<file path="config.mk">
export PLATFORM = sky130hd
export DESIGN_NAME = ssx_engine
export DESIGN_NICKNAME = d
export VERILOG_FILES = /design/src/rtl/ssx_pkg.sv /design/src/rtl/ssx_halfgen.sv /design/src/rtl/ssx_shifter.sv /design/src/rtl/ssx_engine.sv
export SDC_FILE = /design/constraint.sdc
export NUM_CORES = 1
export LEC_CHECK = 0
export BUFFER_PORTS_ARGS = -buffer_cell sky130_fd_sc_hd__buf_2
export CAP_MARGIN = 25
export CORE_MARGIN = 5
export CORE_UTILIZATION = 55
export CTS_CLUSTER_SIZE = 10
export DETAILED_ROUTE_END_ITERATION = 6
export GPL_TIMING_DRIVEN = 0
export HOLD_SLACK_MARGIN = 0.02
export PLACE_DENSITY = 0.83
export SLEW_MARGIN = 20
export SYNTH_ARGS = -nofsm -noshare
export SYNTH_HDL_FRONTEND = slang
export SYNTH_HIERARCHICAL = 1
export SYNTH_SLANG_ARGS = --single-unit
</file>
<file path="constraint.sdc">
create_clock -name clk -period 6 [get_ports clk]
set_input_delay 1.2 -clock clk [delete_from_list [all_inputs] [get_ports clk]]
set_output_delay 1.2 -clock clk [all_outputs]
set_load 0.01 [all_outputs]
</file>
<file path="src/rtl/ssx_pkg.sv">
package ssx_pkg;

    localparam int UPD_W = 3;

    typedef enum logic [1:0] {
        ST_IDLE  = 2'd0,
        ST_LEAD  = 2'd1,
        ST_TRAIL = 2'd2,
        ST_DONE  = 2'd3
    } ssx_state_e;

    typedef struct packed {
        logic             dual;
        logic             fast;
        logic             cpol;
        logic             cpha;
        logic [UPD_W-1:0] upd;
    } ssx_cfg_t;

endpackage

</file>
<file path="src/rtl/ssx_halfgen.sv">
module ssx_halfgen #(
    parameter int DIV_SLOW = 4,
    parameter int DIV_FAST = 2
) (
    input  logic clk,
    input  logic rst_n,
    input  logic run,
    input  logic fast,
    output logic half_end
);
    localparam int H_SLOW = DIV_SLOW / 2;
    localparam int H_FAST = DIV_FAST / 2;
    localparam int CNT_W  = (H_SLOW > 1) ? $clog2(H_SLOW + 1) : 1;

    logic [CNT_W-1:0] cnt_q;
    logic [CNT_W-1:0] lim;

    always_comb begin
        lim      = fast ? CNT_W'(H_FAST - 1) : CNT_W'(H_SLOW - 1);
        half_end = run && (cnt_q == lim);
    end

    always_ff @(posedge clk or negedge rst_n) begin
        if (!rst_n) begin
            cnt_q <= '0;
        end else if (!run || half_end) begin
            cnt_q <= '0;
        end else begin
            cnt_q <= cnt_q + 1'b1;
        end
    end
endmodule

</file>
<file path="src/rtl/ssx_shifter.sv">
module ssx_shifter #(
    parameter int WORD_W = 16
) (
    input  logic              clk,
    input  logic              rst_n,
    input  logic              load,
    input  logic              shift,
    input  logic              sample,
    input  logic              active,
    input  logic              dual,
    input  logic [WORD_W-1:0] load_word,
    input  logic [1:0]        rx_lane,
    output logic [1:0]        tx_lane,
    output logic [WORD_W-1:0] rx_sh
);
    localparam int HALF = WORD_W / 2;

    logic [WORD_W-1:0] tx_sr;

    always_ff @(posedge clk or negedge rst_n) begin
        if (!rst_n) begin
            tx_sr <= '0;
        end else if (load) begin
            tx_sr <= load_word;
        end else if (shift) begin
            if (dual) begin
                tx_sr <= {tx_sr[WORD_W-2:HALF], 1'b0, tx_sr[HALF-2:0], 1'b0};
            end else begin
                tx_sr <= {tx_sr[WORD_W-2:0], 1'b0};
            end
        end
    end

    always_ff @(posedge clk or negedge rst_n) begin
        if (!rst_n) begin
            rx_sh <= '0;
        end else if (sample) begin
            if (dual) begin
                rx_sh <= {rx_sh[WORD_W-2:HALF], rx_lane[0], rx_sh[HALF-2:0], rx_lane[1]};
            end else begin
                rx_sh <= {rx_sh[WORD_W-2:0], rx_lane[0]};
            end
        end
    end

    always_comb begin
        tx_lane[0] = active && tx_sr[WORD_W-1];
        tx_lane[1] = active && dual && tx_sr[HALF-1];
    end
endmodule

</file>
<file path="src/rtl/ssx_engine.sv">
module ssx_engine
    import ssx_pkg::*;
#(
    parameter int WORD_W   = 16,
    parameter int DIV_SLOW = 4,
    parameter int DIV_FAST = 2
) (
    input  logic              clk,
    input  logic              rst_n,
    input  logic              en,
    input  logic              dual_lane,
    input  logic              div_fast,
    input  logic              cpol,
    input  logic              cpha,
    input  logic [UPD_W-1:0]  upd_sel,
    input  logic [WORD_W-1:0] tx_word,
    input  logic [1:0]        rx_lane,
    output logic              sclk,
    output logic [1:0]        tx_lane,
    output logic [WORD_W-1:0] rx_word,
    output logic              upd_strobe,
    output logic              overrun
);
    localparam int HALF = WORD_W / 2;
    localparam int CW   = $clog2(WORD_W);

    ssx_state_e        state_q, state_d;
    ssx_cfg_t          cfg_q;
    logic [CW-1:0]     bit_q, cyc_q, cyc_nxt;
    logic [CW:0]       ivl;
    logic              busy, half_end, last_bit, start;
    logic              sample_p, tick_end, frame_done, load, shift, upd_pt;
    logic [WORD_W-1:0] rx_sh;

    ssx_halfgen #(.DIV_SLOW(DIV_SLOW), .DIV_FAST(DIV_FAST)) u_half (
        .clk      (clk),
        .rst_n    (rst_n),
        .run      (busy),
        .fast     (cfg_q.fast),
        .half_end (half_end)
    );

    ssx_shifter #(.WORD_W(WORD_W)) u_shift (
        .clk       (clk),
        .rst_n     (rst_n),
        .load      (load),
        .shift     (shift),
        .sample    (sample_p),
        .active    (busy),
        .dual      (cfg_q.dual),
        .load_word (tx_word),
        .rx_lane   (rx_lane),
        .tx_lane   (tx_lane),
        .rx_sh     (rx_sh)
    );

    always_comb begin
        busy       = (state_q == ST_LEAD) || (state_q == ST_TRAIL);
        last_bit   = bit_q == (cfg_q.dual ? CW'(HALF - 1) : CW'(WORD_W - 1));
        start      = (state_q == ST_IDLE) && en;
        sample_p   = (state_q == ST_LEAD) && half_end;
        tick_end   = (state_q == ST_TRAIL) && half_end;
        frame_done = tick_end && last_bit;
        load       = start || (frame_done && en);
        shift      = tick_end && !last_bit;
        cyc_nxt    = cyc_q + 1'b1;
        ivl        = (CW+1)'(1) << cfg_q.upd;
        upd_pt     = (({1'b0, cyc_nxt} & (ivl - (CW+1)'(1))) == '0);
    end

    // next-state logic
    always_comb begin
        state_d = state_q;
        unique case (state_q)
            ST_IDLE:  if (en) state_d = ST_LEAD;
            ST_LEAD:  if (half_end) state_d = ST_TRAIL;
            ST_TRAIL: if (half_end) state_d = (last_bit && !en) ? ST_IDLE : ST_LEAD;
            default:  state_d = ST_IDLE;
        endcase
    end

    // state register, captured settings and counters
    always_ff @(posedge clk or negedge rst_n) begin
        if (!rst_n) begin
            state_q <= ST_IDLE;
            cfg_q   <= '0;
            bit_q   <= '0;
            cyc_q   <= '0;
        end else begin
            state_q <= state_d;
            if (start) begin
                cfg_q.dual <= dual_lane;
                cfg_q.fast <= div_fast;
                cfg_q.cpol <= cpol;
                cfg_q.cpha <= cpha;
                cfg_q.upd  <= (upd_sel > UPD_W'(CW)) ? UPD_W'(CW) : upd_sel;
                bit_q      <= '0;
                cyc_q      <= '0;
            end else if (tick_end) begin
                bit_q <= last_bit ? '0 : bit_q + 1'b1;
                cyc_q <= cyc_nxt;
            end
        end
    end

    // registered outputs
    always_ff @(posedge clk or negedge rst_n) begin
        if (!rst_n) begin
            rx_word    <= '0;
            upd_strobe <= 1'b0;
            overrun    <= 1'b0;
        end else begin
            upd_strobe <= frame_done && upd_pt;
            overrun    <= frame_done && !upd_pt;
            if (frame_done && upd_pt) begin
                rx_word <= rx_sh;
            end
        end
    end

    // serial clock level per state
    always_comb begin
        unique case (state_q)
            ST_LEAD:  sclk = cfg_q.cpol ^ cfg_q.cpha;
            ST_TRAIL: sclk = cfg_q.cpol ^ ~cfg_q.cpha;
            default:  sclk = cpol;
        endcase
    end
endmodule

</file>
==> results of run 1 <==
==> metrics by stage <==
step	setup WS [ns]	area (um^2)	power [W]	hold slack, ns
6_report	2.91	3780	0.00167	0.498
5_1_grt	2.68	3780	0.00179	0.519
4_1_cts	2.87	3780	0.00168	0.497
3_5_place_dp	2.89	3550	0.00125	0.487
3_3_place_gp	2.95	3530	0.00122	0.477
2_1_floorplan	3.33	3200	0.00111	0.466
==> path summary, 6_finish.rpt <==
| path | endpoint |
|---|---|
| setup / recovery | rx_word[10] |
| hold / removal | u_half/cnt_q[0] |
| setup reg to reg | rx_word[10] |
| hold reg to reg | u_half/cnt_q[0] |
| max in group asynchronous | u_shift/rx_sh[6] |
| min in group asynchronous | rx_word[4] |
==> cell usage in the layout (no fill, tap or decap), drive strengths merged, types with 3 or more instances in the layout <==
master  synthesis  final
mux2i          18     18
nor3b           3      3
mux2           32     32
xor2            3      3
clkbuf          4     14
o21ai          16     16
and2            4      4
inv             6      6
o22ai           3      3
dfrtp          69     69
clkinv          0      3
ha              8      8
nand3b          3      3
xnor2           5      5
a21oi           5      5
buf             6     55
nand2          46     46
nor2            9      9
==> area by class of cell <==
type                            count  area share
Sequential cell                    69       0.457
Tap cell                           72      0.0238
Inverter                            6     0.00596
Timing Repair Buffer               49      0.0696
Clock buffer                       10      0.0364
Clock inverter                      6      0.0229
Buffer                             10      0.0235
Multi-Input combinational cell    181       0.361
==> power by group <==
group	leakage [nW]	internal, W	total, W	switching, W
logic	0.816	0.000266	0.000531	0.000265
registers	0.900	0.000604	0.000713	0.000108
clock network	0.112	0.000244	0.000422	0.000178
total	1.83	0.00112	0.00167	0.000551
==> critical path, delay by kind of cell, from the launching register on <==
| kind | cells | cell delay, ns |
|---|---|---|
| simple gates | 4 | 1.46 |
| buf+inv | 2 | 0.32 |
| flops | 1 | 0.42 |
| fa+ha+maj | 1 | 0.42 |
| mux | 1 | 0.35 |
==> layer usage <==
metal | global-route usage | wire length, um | vias to the layer above
met5 | 0 | 0 | -
met4 | 0.0623 | 76 | 0
met3 | 0.0656 | 342 | 8
met2 | 0.275 | 2900 | 54
met1 | 0.227 | 2680 | 1038
li1 | - | - | 1033
==> cell families after synthesis <==
group                    count (synthesis)
AND/OR/NAND/NOR                         82
flip-flops                              69
multiplexers                            50
AO/OA/AOI/OAI                           33
buffers and inverters                   16
XOR/XNOR                                 8
adder cells (fa/ha/maj)                  8
==> registers in the layout (all words and copies together) (netlist names) <==
name / flops
bit_q: 4
cfg_q: 7
cyc_q: 4
overrun: 1
rx_word: 16
state_q: 2
u_half/cnt_q: 2
u_shift/rx_sh: 16
u_shift/tx_sr: 16
upd_strobe: 1
==> out/qor.yml, run 1 <==
fin_nets: 362
relSlewSlack: 0.584
drtIter0Drc: 74
async_flop_share: 1.00
dpl.hpwl_mm: 4.26
max_stage_delay_ns: 0.61
fin_cells: 403
yosysUniqueCellTypes: 44
io_buffers: 48
syn-num-nets: 302
dieArea_um2: 7450
multiInputGateArea_um2: 1360
r2r-start: "state_q[0]"
synth.area.mux_share: 0.176
cts_resized: 0
netlist_instances: 266
synthFlopType: "dfrtp_1"
p_leak_nw: 1.83
row_count: 27
initial_utilization: 0.574
synth-seq-cells: 69
first_pass_iters: 4
max_freq_mhz: 324
cp.required_ns: 6.23
crit_arrival_ns: 3.32
synth_top_area_share: 0.539
synth_top_family_by_area: "multiplexers"
grt_overflow: 0
seq_area_um2: 1730
ant_nets: 0
crit_path_end_kind: "flop"
tns_ns: 0
yosys.area_share.adder: 0.0313
rrSetupSlack_ns: 2.91
report.final.hold_viol_count: 0
placed_cells: 387
status: "completed"
ir_drop_uv: 265
fillerInstances: 432
drt-wirelength-per-cell_um: 14.9
diodes: 0
crit_start: "state_q[0]"
drt-total-wl_mm: 6.00
synth_compound_gate_area_share: 0.0668
vias: 2133
yosysWarningCount: 6
reg2reg_depth: 8
max_cap_violations: 0
synth_commonest_cells: "69 x dfrtp_1, 46 x nand2_1, 26 x mux2_2, 18 x mux2i_1, 9 x nor2_1"
final_util: 0.678
period_needed_ns: 3.09
post_cts_buffers: 0
drive_gt1_frac: 0.332
crit_fanout: 10
core_um2: 5570
grt_pass1_vias: 2183
synth_area_leader_cell: "dfrtp_1"
hold_class: "flop to flop"
cts_root_buf: "clkbuf_8"
worstHoldStart: "u_half/cnt_q[0]"
pin_count: 49
synthTopCellsByArea: "dfrtp_1 54%, mux2_2 9.1%, mux2i_1 5.6%, nand2_1 5.4%, ha_1 3.1%"
syn_area_per_cell_um2: 12.0
path_cells: "inv_1 > ha_1 > nor3b_2 > nand2_1 > or3_4 > nor4_4 > buf_6 > mux2_2"
htree_num_levels: 3
grt_pass1_wl_mm: 10.2
ctsHoldBuffers: 0
drc: 0
clock_latency_ns: 0.35
die_w_um: 86.3
drv_slew: 0
hold_depth: 1
antenna_found_initial: 0
synth-xor-area-share: 0.0219
powerDensity_nw_per_um2: 441
areaGrowthSynthToFinish_pct: 18.0
synth_edf_count: 0
rsz0062_at_grt: "no"
viasPerCell: 5.29
setup_viol: 0
place_congestion: 0.766
yosys.area_share.simple: 0.130
critPathSlowestCell: "nor4_4"
ctsLongestPathBuffers: 2
clkTransAtPathRegs_ns: 0.07
cts_tree: "done"
synth_most_common_cell: "dfrtp_1"
grt_usage: 0.176
finClkSkew_ns: 0.00679
fin_crit_sh: 0.514
cts_inserted_buffers: 9
grt_max_degree: 41
ys_seq_area_frac: 0.539
worst_pin_slew_ns: 0.619
startpoint_type: "flop"
cts.sinks: 69
netlist_area_um2: 3200
dieHeight_um: 86.3
path_class: "flop to flop"
Power figures use the tool's default switching activity.
==> run 2: changes to the inputs <==
--- a/config.mk
+++ b/config.mk
@@ -5,6 +5,7 @@
 export SDC_FILE = /design/constraint.sdc
 export NUM_CORES = 1
 export LEC_CHECK = 0
+export ABC_AREA = 1
 export BUFFER_PORTS_ARGS = -buffer_cell sky130_fd_sc_hd__buf_2
 export CAP_MARGIN = 25
 export CORE_MARGIN = 5
@@ -13,7 +14,7 @@
 export DETAILED_ROUTE_END_ITERATION = 6
 export GPL_TIMING_DRIVEN = 0
 export HOLD_SLACK_MARGIN = 0.02
-export PLACE_DENSITY = 0.83
+export PLACE_DENSITY = 0.82
 export SLEW_MARGIN = 20
 export SYNTH_ARGS = -nofsm -noshare
 export SYNTH_HDL_FRONTEND = slang
==> constraint.sdc (replaced) <==
create_clock -name clk -period 3.2 [get_ports clk]
set_input_delay 0.64 -clock clk [delete_from_list [all_inputs] [get_ports clk]]
set_output_delay 0.64 -clock clk [all_outputs]
set_load 0.01 [all_outputs]
==> out/qor.yml, run 2 <==
synth_commonest_cells: "133 x nand2_1, 69 x dfrtp_1, 52 x nand3_1, 38 x inv_1, 25 x o21ai_0"  # was 69 x dfrtp_1, 46 x nand2_1, 26 x mux2_2, 18 x mux2i_1, 9 x nor2_1
rrSetupSlack_ns: 0.30  # was 2.91 ns
r2r-end: "u_shift/tx_sr[7]"  # was rx_word[10]
synth.area.mux_share: 0  # was 0.176
ctsHoldBuffers: 0  # unchanged
yosysWarningCount: 6  # unchanged
pin_count: 49  # unchanged
antenna_found_initial: 0  # unchanged
cts.sinks: 69  # unchanged
crit_path_end_kind: "flop"  # unchanged
yosysUniqueCellTypes: 26  # was 44
critical_path_cell_count: 14  # was 8
synthTopCellsByArea: "dfrtp_1 53%, nand2_1 15%, nand3_1 8.1%, inv_1 4.4%, o21ai_0 3.9%"  # was dfrtp_1 54%, mux2_2 9.1%, mux2i_1 5.6%, nand2_1 5.4%, ha_1 3.1%
fillerInstances: 515  # was 432
reg2reg_depth: 14  # was 8
drtIter0Drc: 151  # was 74
rsz0062_at_grt: "no"  # unchanged
die_w_um: 86.6  # was 86.3 um
clock_latency_ns: 0.34  # was 0.35 ns
vias: 2586  # was 2133
synth_area_leader_cell: "dfrtp_1"  # unchanged
core_um2: 5820  # was 5570 um^2
ys_seq_area_frac: 0.535  # was 0.539
tns_ns: 0  # unchanged
clkTransAtPathRegs_ns: 0.08  # was 0.07 ns
synth-xor-area-share: 0.00543  # was 0.0219
reg.largest.list: "rx_word: 16 flops, u_shift/rx_sh: 16 flops, u_shift/tx_sr: 16 flops"  # unchanged
netlist_area_um2: 3230  # was 3200 um^2
placed_cells: 500  # was 387
diodes: 0  # unchanged
worst_pin_slew_ns: 0.604  # was 0.619 ns
max_stage_delay_ns: 0.41  # was 0.61 ns
max_freq_mhz: 345  # was 324 MHz
cp.required_ns: 3.42  # was 6.23 ns
crit_fanout: 10  # unchanged
drt-wirelength-per-cell_um: 12.8  # was 14.9 um
yosys.area_share.adder: 0.0310  # was 0.0313
io_buffers: 48  # unchanged
place_congestion: 0.832  # was 0.766
viasPerCell: 5.01  # was 5.29
relSlewSlack: 0.597  # was 0.584
status: "completed"  # unchanged
fin_cells: 516  # was 403
fin_crit_sh: 0.907  # was 0.514
crit_start: "state_q[0]"  # unchanged
dpl.hpwl_mm: 4.70  # was 4.26 mm
powerDensity_nw_per_um2: 803  # was 441 nW/um^2
drive_gt1_frac: 0.197  # was 0.332
cts_root_buf: "clkbuf_8"  # unchanged
critical-path-top-delay-family: "simple AND/OR/NAND/NOR gates"  # unchanged
startpoint_type: "flop"  # unchanged
drv_slew: 0  # unchanged
drc: 0  # unchanged
row_count: 28  # was 27
report.final.hold_viol_count: 0  # unchanged
cts_tree: "done"  # unchanged
grt_overflow: 0  # unchanged
dieArea_um2: 7500  # was 7450 um^2
synth_compound_gate_area_share: 0.0593  # was 0.0668
first_pass_iters: 4  # unchanged
setup_viol: 0  # unchanged
path_cells: "inv_1 > ha_1 > inv_1 > nor3_2 > nand2_2 > nor2_8 > buf_2 > nand2_1 > nand2_1 > buf_6 > inv_1 > buf_4 > nand3_1 > nand3_1"  # was inv_1 > ha_1 > nor3b_2 > nand2_1 > or3_4 > nor4_4 > buf_6 > mux2_2
ant_nets: 0  # unchanged
async_flop_share: 1.00  # unchanged
dieHeight_um: 86.6  # was 86.3 um
period_needed_ns: 2.90  # was 3.09 ns
fin_nets: 472  # was 362
yosys.area_share.simple: 0.295  # was 0.130
grt_max_degree: 46  # was 41
syn_area_per_cell_um2: 8.59  # was 12.0 um^2
critPathSlowestCell: "dfrtp_1"  # was nor4_4
synth_top_family_by_area: "simple AND/OR/NAND/NOR gates"  # was multiplexers
finClkSkew_ns: 0.00881  # was 0.00679 ns
final_common_cell: "nand2_1"  # was dfrtp_1
grt_usage: 0.198  # was 0.176
netlist_instances: 376  # was 266
max_cap_violations: 0  # unchanged
cpMostUsedCell: "inv_1"
p_leak_nw: 2.09  # was 1.83 nW
crit_arrival_ns: 3.12  # was 3.32 ns
htree_num_levels: 3  # unchanged
synth_top_area_share: 0.535  # was 0.539
initial_utilization: 0.555  # was 0.574
synth_most_common_cell: "nand2_1"  # was dfrtp_1
synth_edf_count: 0  # unchanged
grt_pass1_wl_mm: 11.7  # was 10.2 mm
grt_pass1_vias: 2704  # was 2183
path_class: "flop to flop"  # unchanged
multiInputGateArea_um2: 1270  # was 1360 um^2
r2r-start: "state_q[0]"  # unchanged
areaGrowthSynthToFinish_pct: 17.1  # was 18.0%
hold_class: "primary input to async pin"  # was flop to flop
drt-total-wl_mm: 6.58  # was 6.00 mm
ctsLongestPathBuffers: 2  # unchanged
syn-num-nets: 412  # was 302
seq_area_um2: 1730  # unchanged
ir_drop_uv: 455  # was 265 uV
layout_common_cells: "133 x nand2_1, 69 x dfrtp_1, 52 x nand3_1, 50 x buf_2, 38 x inv_1"  # was 69 x dfrtp_1, 48 x buf_2, 46 x nand2_1, 26 x mux2_2, 18 x mux2i_1
critPathBufInv: 6  # was 2
synth-seq-cells: 69  # unchanged
synthFlopType: "dfrtp_1"  # unchanged
cts_inserted_buffers: 9  # unchanged
endpoint: "u_shift/tx_sr[7]"  # was rx_word[10]
## run 2: cell count changes after synthesis, sizes merged, moves of 5 or more
cell   delta
mux2i    -18
o21ai     +9
nand3    +53
nand2    +91
nor2      +9
buf       +5
mux2     -32
xnor2     -5
inv      +32
## run 2: worst min path at each step
stage / slack [ns] / startpoint / to
after global placement: 0.45 / rx_word[14] / rx_word[14]
after detailed placement: 0.45 / rx_word[9] / rx_word[9]
after global routing: 0.22 / rst_n / rx_word[13]
final: 0.20 / rst_n / u_shift/rx_sh[11]
after CTS: 0.19 / rst_n / upd_strobe
after floorplan: 0.34 / rst_n / bit_q[0]
## run 2: power by group
group	switching, W	internal (W)
combinational	0.000656	0.000395
sequential	0.000182	0.00112
clock	0.000320	0.000360
total	0.00116	0.00188
## run 2: repair_timing
action,CTS,global route
buffers inserted,0,0
endpoints found under the hold margin,0,0
resized for setup,0,1
setup endpoints to repair,0,14
## run 2: cell type report
type	instances	share of cell area
multi-input combinational	257	0.335
tap	75	0.0248
inverter	38	0.0377
sequential	69	0.457
buffer	12	0.0258
clock buffer	12	0.0357
clock inverter	4	0.0129
timing repair buffer	49	0.0715
## run 2: per-stage QoR
| step | total power [W] | cell area (um^2) | hold WS [ns] | utilization | worst slack [ns] |
|---|---|---|---|---|---|
| after floorplan | 0.00207 | 3230 | 0.344 | - | 0.682 |
| after global placement | 0.00229 | 3560 | 0.448 | 0.613 | 0.251 |
| after detailed placement | 0.00236 | 3590 | 0.453 | 0.618 | 0.157 |
| after CTS | 0.00305 | 3780 | 0.195 | 0.649 | 0.116 |
| after global routing | 0.00329 | 3780 | 0.222 | 0.650 | 0.0200 |
| final | 0.00304 | 3780 | 0.201 | 0.650 | 0.299 |
## run 2: worst register-to-register path, stage by stage (launching register included)
cell and delay (ns):
dfrtp_1 0.41, inv_1 0.11, ha_1 0.41, inv_1 0.11, nor3_2 0.33, nand2_2 0.19, nor2_8 0.24, buf_2 0.28
nand2_1 0.07, nand2_1 0.08, buf_6 0.14, inv_1 0.08, buf_4 0.17, nand3_1 0.08, nand3_1 0.08
## run 2: per-layer routing
layer,up-vias,share of wire,global-route usage,wire length (um)
li1,1316,-,-,-
met1,1199,0.44,0.249,2910
met2,57,0.49,0.332,3200
met3,14,0.050,0.0371,329
met4,0,0.021,0.0907,138
met5,-,0,0,0
## run 2: cell families (layout without fill, tap and decap cells)
group                      count (synthesis)  count (layout)
adders and majority gates                  8               8
buffers and inverters                     50             115
AOI/OAI and AO/OA                         34              34
DFF                                       69              69
xor gates and xnor gates                   2               2
and+or+nand+nor                          213             213
